### src/rtl/brk_pkg.sv
package brk_pkg;
   localparam int ADDR_W = 32;
   localparam int GRP_N  = 7;
   localparam int EN_BIT = 31;

   // Lowest address bit of a compare group
   function automatic int grp_lo(input int g);
      case (g)
         6:       return 13;
         5:       return 12;
         4:       return 4;
         default: return g;
      endcase
   endfunction

   // Highest address bit of a compare group
   function automatic int grp_hi(input int g);
      case (g)
         6:       return 31;
         5:       return 12;
         4:       return 11;
         default: return g;
      endcase
   endfunction
endpackage

### src/rtl/brk_grp_cmp.sv
module brk_grp_cmp
   import brk_pkg::*;
(
   input  logic [ADDR_W-1:0] addr,
   input  logic [ADDR_W-1:0] bp,
   input  logic [GRP_N-1:0]  mask,
   output logic              hit
);
   logic [GRP_N-1:0] eq;

   for (genvar g = 0; g < GRP_N; g++) begin : g_grp
      localparam int LO = grp_lo(g);
      localparam int HI = grp_hi(g);
      assign eq[g] = mask[g] | (addr[HI:LO] == bp[HI:LO]);
   end

   assign hit = (eq == {GRP_N{1'b1}});

   // identical address always matches
   always_comb p_equal_hits_r2: assert (addr != bp || hit);
   // fully masked breakpoint matches every address
   always_comb p_mask_all_r3: assert (!(&mask) || hit);
endmodule

### src/rtl/brk_hold_reg.sv
module brk_hold_reg #(
   parameter int W = 6
) (
   input  logic         clk,
   input  logic         rst_n,
   input  logic         hold,
   input  logic [W-1:0] d,
   output logic [W-1:0] q
);
   always_ff @(posedge clk or negedge rst_n) begin
      if (!rst_n)     q <= '0;
      else if (!hold) q <= d;
   end

   p_hold_stable_r7: assert property (@(posedge clk) disable iff (!rst_n)
      hold |=> $stable(q));
   p_reset_clear_r8: assert property (@(posedge clk)
      !rst_n |=> (q == '0));
endmodule

### src/rtl/brk_match.sv
module brk_match
   import brk_pkg::*;
#(
   parameter int NUM_DBP = 2,
   parameter int NUM_IBP = 2,
   parameter int CTL_W   = 32
) (
   input  logic                        clk,
   input  logic                        rst_n,
   input  logic                        hold,
   input  logic [ADDR_W-1:0]           dat_addr,
   input  logic                        dat_ldst,
   input  logic                        dat_bp_vld,
   input  logic [ADDR_W-1:0]           ins_addr,
   input  logic [NUM_DBP*ADDR_W-1:0]   dbp_addr,
   input  logic [NUM_IBP*ADDR_W-1:0]   ibp_addr,
   input  logic [CTL_W-1:0]            bp_ctl,
   output logic [NUM_DBP-1:0]          dbp_hit,
   output logic [NUM_IBP-1:0]          ibp_match,
   output logic [NUM_IBP-1:0]          ibp_taken
);
   localparam int MASK_TOP = (NUM_DBP + NUM_IBP) * GRP_N;
   localparam int OUT_W    = NUM_DBP + 2 * NUM_IBP;

   if (CTL_W != EN_BIT + 1) begin : g_bad_ctl
      $error("brk_match: control word must be %0d bits", EN_BIT + 1);
   end
   if (MASK_TOP > EN_BIT) begin : g_bad_masks
      $error("brk_match: mask fields overlap the enable bit");
   end

   if (MASK_TOP < EN_BIT) begin : g_spare
      logic ctl_unused;
      assign ctl_unused = ^bp_ctl[EN_BIT-1:MASK_TOP];
   end

   logic [NUM_DBP-1:0] dmatch;
   logic [NUM_IBP-1:0] imatch;

   for (genvar k = 0; k < NUM_DBP; k++) begin : g_dbp
      brk_grp_cmp u_cmp (
         .addr (dat_addr),
         .bp   (dbp_addr[k*ADDR_W +: ADDR_W]),
         .mask (bp_ctl[k*GRP_N +: GRP_N]),
         .hit  (dmatch[k])
      );
   end

   for (genvar j = 0; j < NUM_IBP; j++) begin : g_ibp
      brk_grp_cmp u_cmp (
         .addr (ins_addr),
         .bp   (ibp_addr[j*ADDR_W +: ADDR_W]),
         .mask (bp_ctl[(NUM_DBP+j)*GRP_N +: GRP_N]),
         .hit  (imatch[j])
      );
   end

   logic [NUM_DBP-1:0] dhit_d;
   logic [NUM_IBP-1:0] itaken_d;
   logic [OUT_W-1:0]   q;

   assign dhit_d   = dmatch & {NUM_DBP{dat_ldst & dat_bp_vld}};
   assign itaken_d = imatch & {NUM_IBP{bp_ctl[EN_BIT]}};

   brk_hold_reg #(.W(OUT_W)) u_reg (
      .clk   (clk),
      .rst_n (rst_n),
      .hold  (hold),
      .d     ({dhit_d, imatch, itaken_d}),
      .q     (q)
   );

   assign dbp_hit   = q[OUT_W-1 -: NUM_DBP];
   assign ibp_match = q[NUM_IBP +: NUM_IBP];
   assign ibp_taken = q[NUM_IBP-1:0];

   p_taken_sub_match_r5: assert property (@(posedge clk) disable iff (!rst_n)
      (ibp_taken & ~ibp_match) == '0);
   p_taken_en_r5: assert property (@(posedge clk) disable iff (!rst_n)
      ((|ibp_taken) && !$past(hold)) |-> $past(bp_ctl[EN_BIT]));
   p_dhit_access_r4: assert property (@(posedge clk) disable iff (!rst_n)
      ((|dbp_hit) && !$past(hold)) |-> $past(dat_ldst && dat_bp_vld));
endmodule

### config.mk
export PLATFORM = sky130hd
export DESIGN_NAME = brk_match
export DESIGN_NICKNAME = d
export VERILOG_FILES = /design/src/rtl/brk_pkg.sv /design/src/rtl/brk_grp_cmp.sv /design/src/rtl/brk_hold_reg.sv /design/src/rtl/brk_match.sv
export SDC_FILE = /design/constraint.sdc
export NUM_CORES = 1
export LEC_CHECK = 0
export BUFFER_PORTS_ARGS = -buffer_cell sky130_fd_sc_hd__buf_2
export CAP_MARGIN = 30
export CORE_MARGIN = 10
export CORE_UTILIZATION = 31
export DETAILED_ROUTE_END_ITERATION = 10
export PLACE_DENSITY = 0.82
export RECOVER_POWER = 100
export SLEW_MARGIN = 20
export SYNTH_ARGS = -nofsm -noshare
export SYNTH_HDL_FRONTEND = slang
export SYNTH_SLANG_ARGS = --single-unit
export TNS_END_PERCENT = 50
### constraint.sdc
create_clock -name clk -period 0.8 [get_ports clk]
set_input_delay 0.04 -clock clk [delete_from_list [all_inputs] [get_ports clk]]
set_output_delay 0.04 -clock clk [all_outputs]
set_load 0.02 [all_outputs]
==> results by group <==
Worst setup path
  – Combined buffer and inverter count along the critical path: 1
  – Setup crit start kind: primary input
  – Worst setup EP type: register
  – Worst EP arrival: 1.26 ns
  – Critical-path cell list: buf_8 -> xor2_1 -> nor4_1 -> a21oi_1 -> or4_1 -> o21ai_1
  – CP top delay family: simple AND/OR/NAND/NOR gates
  – Worst stage delay on the critical path: 0.41 ns
  – Critical-path top delay cell: sky130_fd_sc_hd__or4_1
  – Data required, critical path: 0.94 ns
  – Category of the critical setup timing path: primary input to register
  – Highest net fanout along the worst path: 2

Synthesis
  – Fraction of the mapped netlist area in compound gates: 9.69%
  – Proportion of synthesized chip area in sequential cells: under 10%
  – Post-synthesis share of cell area spent on full adders, half adders and majority gates: 0%
  – Post-synth top area cell: sky130_fd_sc_hd__xnor2_1
  – Top cells by count, synth: 112 x sky130_fd_sc_hd__xnor2_1, 20 x sky130_fd_sc_hd__nand4_1, 16 x sky130_fd_sc_hd__xor2_1
  – Area of the mapped netlist: between 1500 and 2000 sq um
  – Biggest area contributors in the synthesized netlist: sky130_fd_sc_hd__xnor2_1 58%, sky130_fd_sc_hd__dfrtp_1 8.9%, sky130_fd_sc_hd__xor2_1 8.3%
  – Mean post-synth cell area: 8.29 sq um
  – Most frequently used flop master after synthesis: sky130_fd_sc_hd__dfrtp_1
  – Register bit total from synthesis: 6
  – Count of different cell masters after synthesis: 17
  – Number of flops mapped to enable cells by yosys: 0
  – Post-synth top area share: 58.0%
  – Share of the synthesized netlist area taken by xor and xnor gates: 66.3%
  – Yosys warning total: 0
  – Dominant cell by count in the synthesized netlist: sky130_fd_sc_hd__xnor2_1
  – Share of synthesized area spent on multiplexers: 0%
  – Area share of and/or/nand/nor cells after synthesis: 14.6%
  – Instance count of the mapped netlist: 204
  – Async SR Flop Fraction: 100%
  – Largest family of logic cells by synthesized area: XOR/XNOR gates
  – Post-synthesis net count: 433

Detailed routing
  – Number of remaining DRC errors: 0
  – DRT iter0 DRCs: 41
  – Overall via count from detail_route: 2498
  – Overall routed net length: 9.37 mm
  – Final antenna-violating net count: 0
  – Number of search-and-repair iterations in the first detailed-routing pass: 4
  – Detailed-route wire length per cell: 18.0 um
  – Routed vias/inst: 4.80

Layout
  – Antenna cell count: 0
  – Top Registers: u_reg.q x6
  – Largest Register: u_reg.q
  – Fraction of layout cells with a size suffix above 1: 58.4%
  – Layout net count: between 600 and 700
  – Max FFs per register: 6
  – Area added between synthesis and finish: 96.0%

Global route
  – Initial antenna violation count: 0
  – Vias in the first global route: 2876
  – Global-route wire length before repair: about 14 mm
  – Global route overflow: 0
  – GRT Total Usage: 19.4%
  – Largest net degree at the start of global routing: 7

CTS
  – Clock-pin slew on the worst setup and hold paths: 0.03 ns
  – TritonCTS clock tree: built
  – Count of clock tree sinks: 6
  – H-tree depth reported by CTS: 1
  – Largest buffer count on any clock path: 2
  – Number of buffers inserted during clock tree synthesis: 3
  – Clock latency reported for the late side of the worst-skew pair: 0.22 ns
  – Clock root buffer: sky130_fd_sc_hd__clkbuf_8

Timing
  – RSZ-0062 raised after global routing: yes
  – Final count of hold timing violations: 0
  – Final slew viol count: 0
  – Headroom to the max-slew limit: 75.5%
  – Share of the cycle needed by the critical path after routing: 139%
  – Final sum of negative setup slack: -1.59 ns
  – Time the worst path needs with I/O delays and setup: 1.11 ns
  – Final worst setup slack: -0.315 ns
  – Final setup violation count: 6
  – Achievable frequency: 0.897 GHz
  – Worst Tran Pin Value: 0.368 ns
  – Maximum clock skew at final layout: 0 ns

Floorplan
  – Chip height: 93.9 um
  – Core area: 5200 sq um
  – I/O pin count: 235
  – Total die area: between 8000 and 9000 sq um
  – Number of core rows: 26
  – Chip Width: 93.9 um
  – Initial standard-cell utilization of the core: between 30% and 40%

Place
  – Post-placement worst setup slack: -0.582 ns
  – RePlAce Congestion: slightly above 0.9
  – Placed wire-length estimate: 8.59 mm
  – Number of port buffers: 231

Pwr
  – Total power draw: 2.43 mW
  – P_leak: ~1.5 nW
  – Power density over the cells: 732 nW/um^2
  – Peak VDD IR: 0.000343 V

Run status
  – Violations in the final reports: negative setup slack
  – Run status: finished with violations

Flow run
  – Max Cap Viol: 0

Min path
  – Class of the tightest hold or removal check: primary input to register
-- cell type report --
class / instances / area [sq um]
fill: 438 / 1890
multi-input combinational: 196 / 1660
timing repair buffer: 244 / 1380
sequential: 6 / 150
tap: 70 / 87.6
clock buffer: 3 / 41.3
inverter: 1 / 3.75
-- metrics by stage --
stage	hold WS, ns	utilization [%]	std cells	area (sq um)
floorplan	-0.256	-	204	1710
global placement	-0.119	58.3	515	3040
detailed placement	-0.118	58.3	515	3040
CTS	0.100	61.4	519	3190
global route	0.130	63.7	520	3320
finish	0.111	63.7	520	3320
-- where the power goes --
part           internal (mW)  total [mW]  switching, mW  leakage (nW)
logic                  0.997        1.67          0.675          1.44
clock network          0.322       0.434          0.112        0.0216
registers              0.315       0.321        0.00552        0.0830
-- layer usage --
metal | vias to the layer above | global-route usage (%) | share of wire (%)
met2 | 148 | 37.7 | 54
met1 | 1117 | 18.3 | 34
li1 | 1213 | - | -
met5 | - | 0 | 0
met3 | 20 | 7.67 | 9.9
met4 | 0 | 4.81 | 2.6
-- cell usage in the layout (no fill, tap or decap), types with 6 or more instances in the layout --
cell type	n
sky130_fd_sc_hd__buf_2	211
sky130_fd_sc_hd__buf_4	13
sky130_fd_sc_hd__buf_6	16
sky130_fd_sc_hd__dfrtp_1	6
sky130_fd_sc_hd__nand2_1	7
sky130_fd_sc_hd__nand4_1	20
sky130_fd_sc_hd__nor4_1	6
sky130_fd_sc_hd__o22ai_1	7
sky130_fd_sc_hd__xnor2_1	101
sky130_fd_sc_hd__xnor2_2	11
sky130_fd_sc_hd__xor2_1	16
-- tightest hold or removal path, cell delays in order --
cell	delay [ns]
sky130_fd_sc_hd__buf_2	0.09
sky130_fd_sc_hd__inv_1	0.07
sky130_fd_sc_hd__o31ai_1	0.07
-- path summary, 6_finish.rpt --
path | endpoint | cells after the start | slack (ns) | startpoint
setup / recovery | u_reg.q[4]$_DFFE_PN0N_ | 6 | -0.31 | dat_addr[4]
hold / removal | u_reg.q[1]$_DFFE_PN0N_ | 3 | 0.11 | bp_ctl[31]
setup reg to reg | u_reg.q[0]$_DFFE_PN0N_ | 2 | 0.14 | u_reg.q[0]$_DFFE_PN0N_
hold reg to reg | u_reg.q[1]$_DFFE_PN0N_ | 2 | 0.48 | u_reg.q[1]$_DFFE_PN0N_
max in group asynchronous | u_reg.q[0]$_DFFE_PN0N_ | 2 | 0.27 | rst_n
min in group asynchronous | u_reg.q[4]$_DFFE_PN0N_ | 2 | 0.26 | rst_n
-- logic make-up (layout without fill, tap and decap cells) --
kind of cell,count (synthesis),count (layout)
AOI/OAI and AO/OA,24,24
xor gates and xnor gates,128,128
DFF,6,6
and+or+nand+nor,44,44
buffers and inverters,2,248
-- repair_timing --
item,CTS,global route
pin swaps,15,14
buffers inserted,0,1
hold endpoints to repair,6,0
hold buffers,1,0
setup endpoints to repair,8,11
resized for setup,20,21
Power figures use the tool's default switching activity.
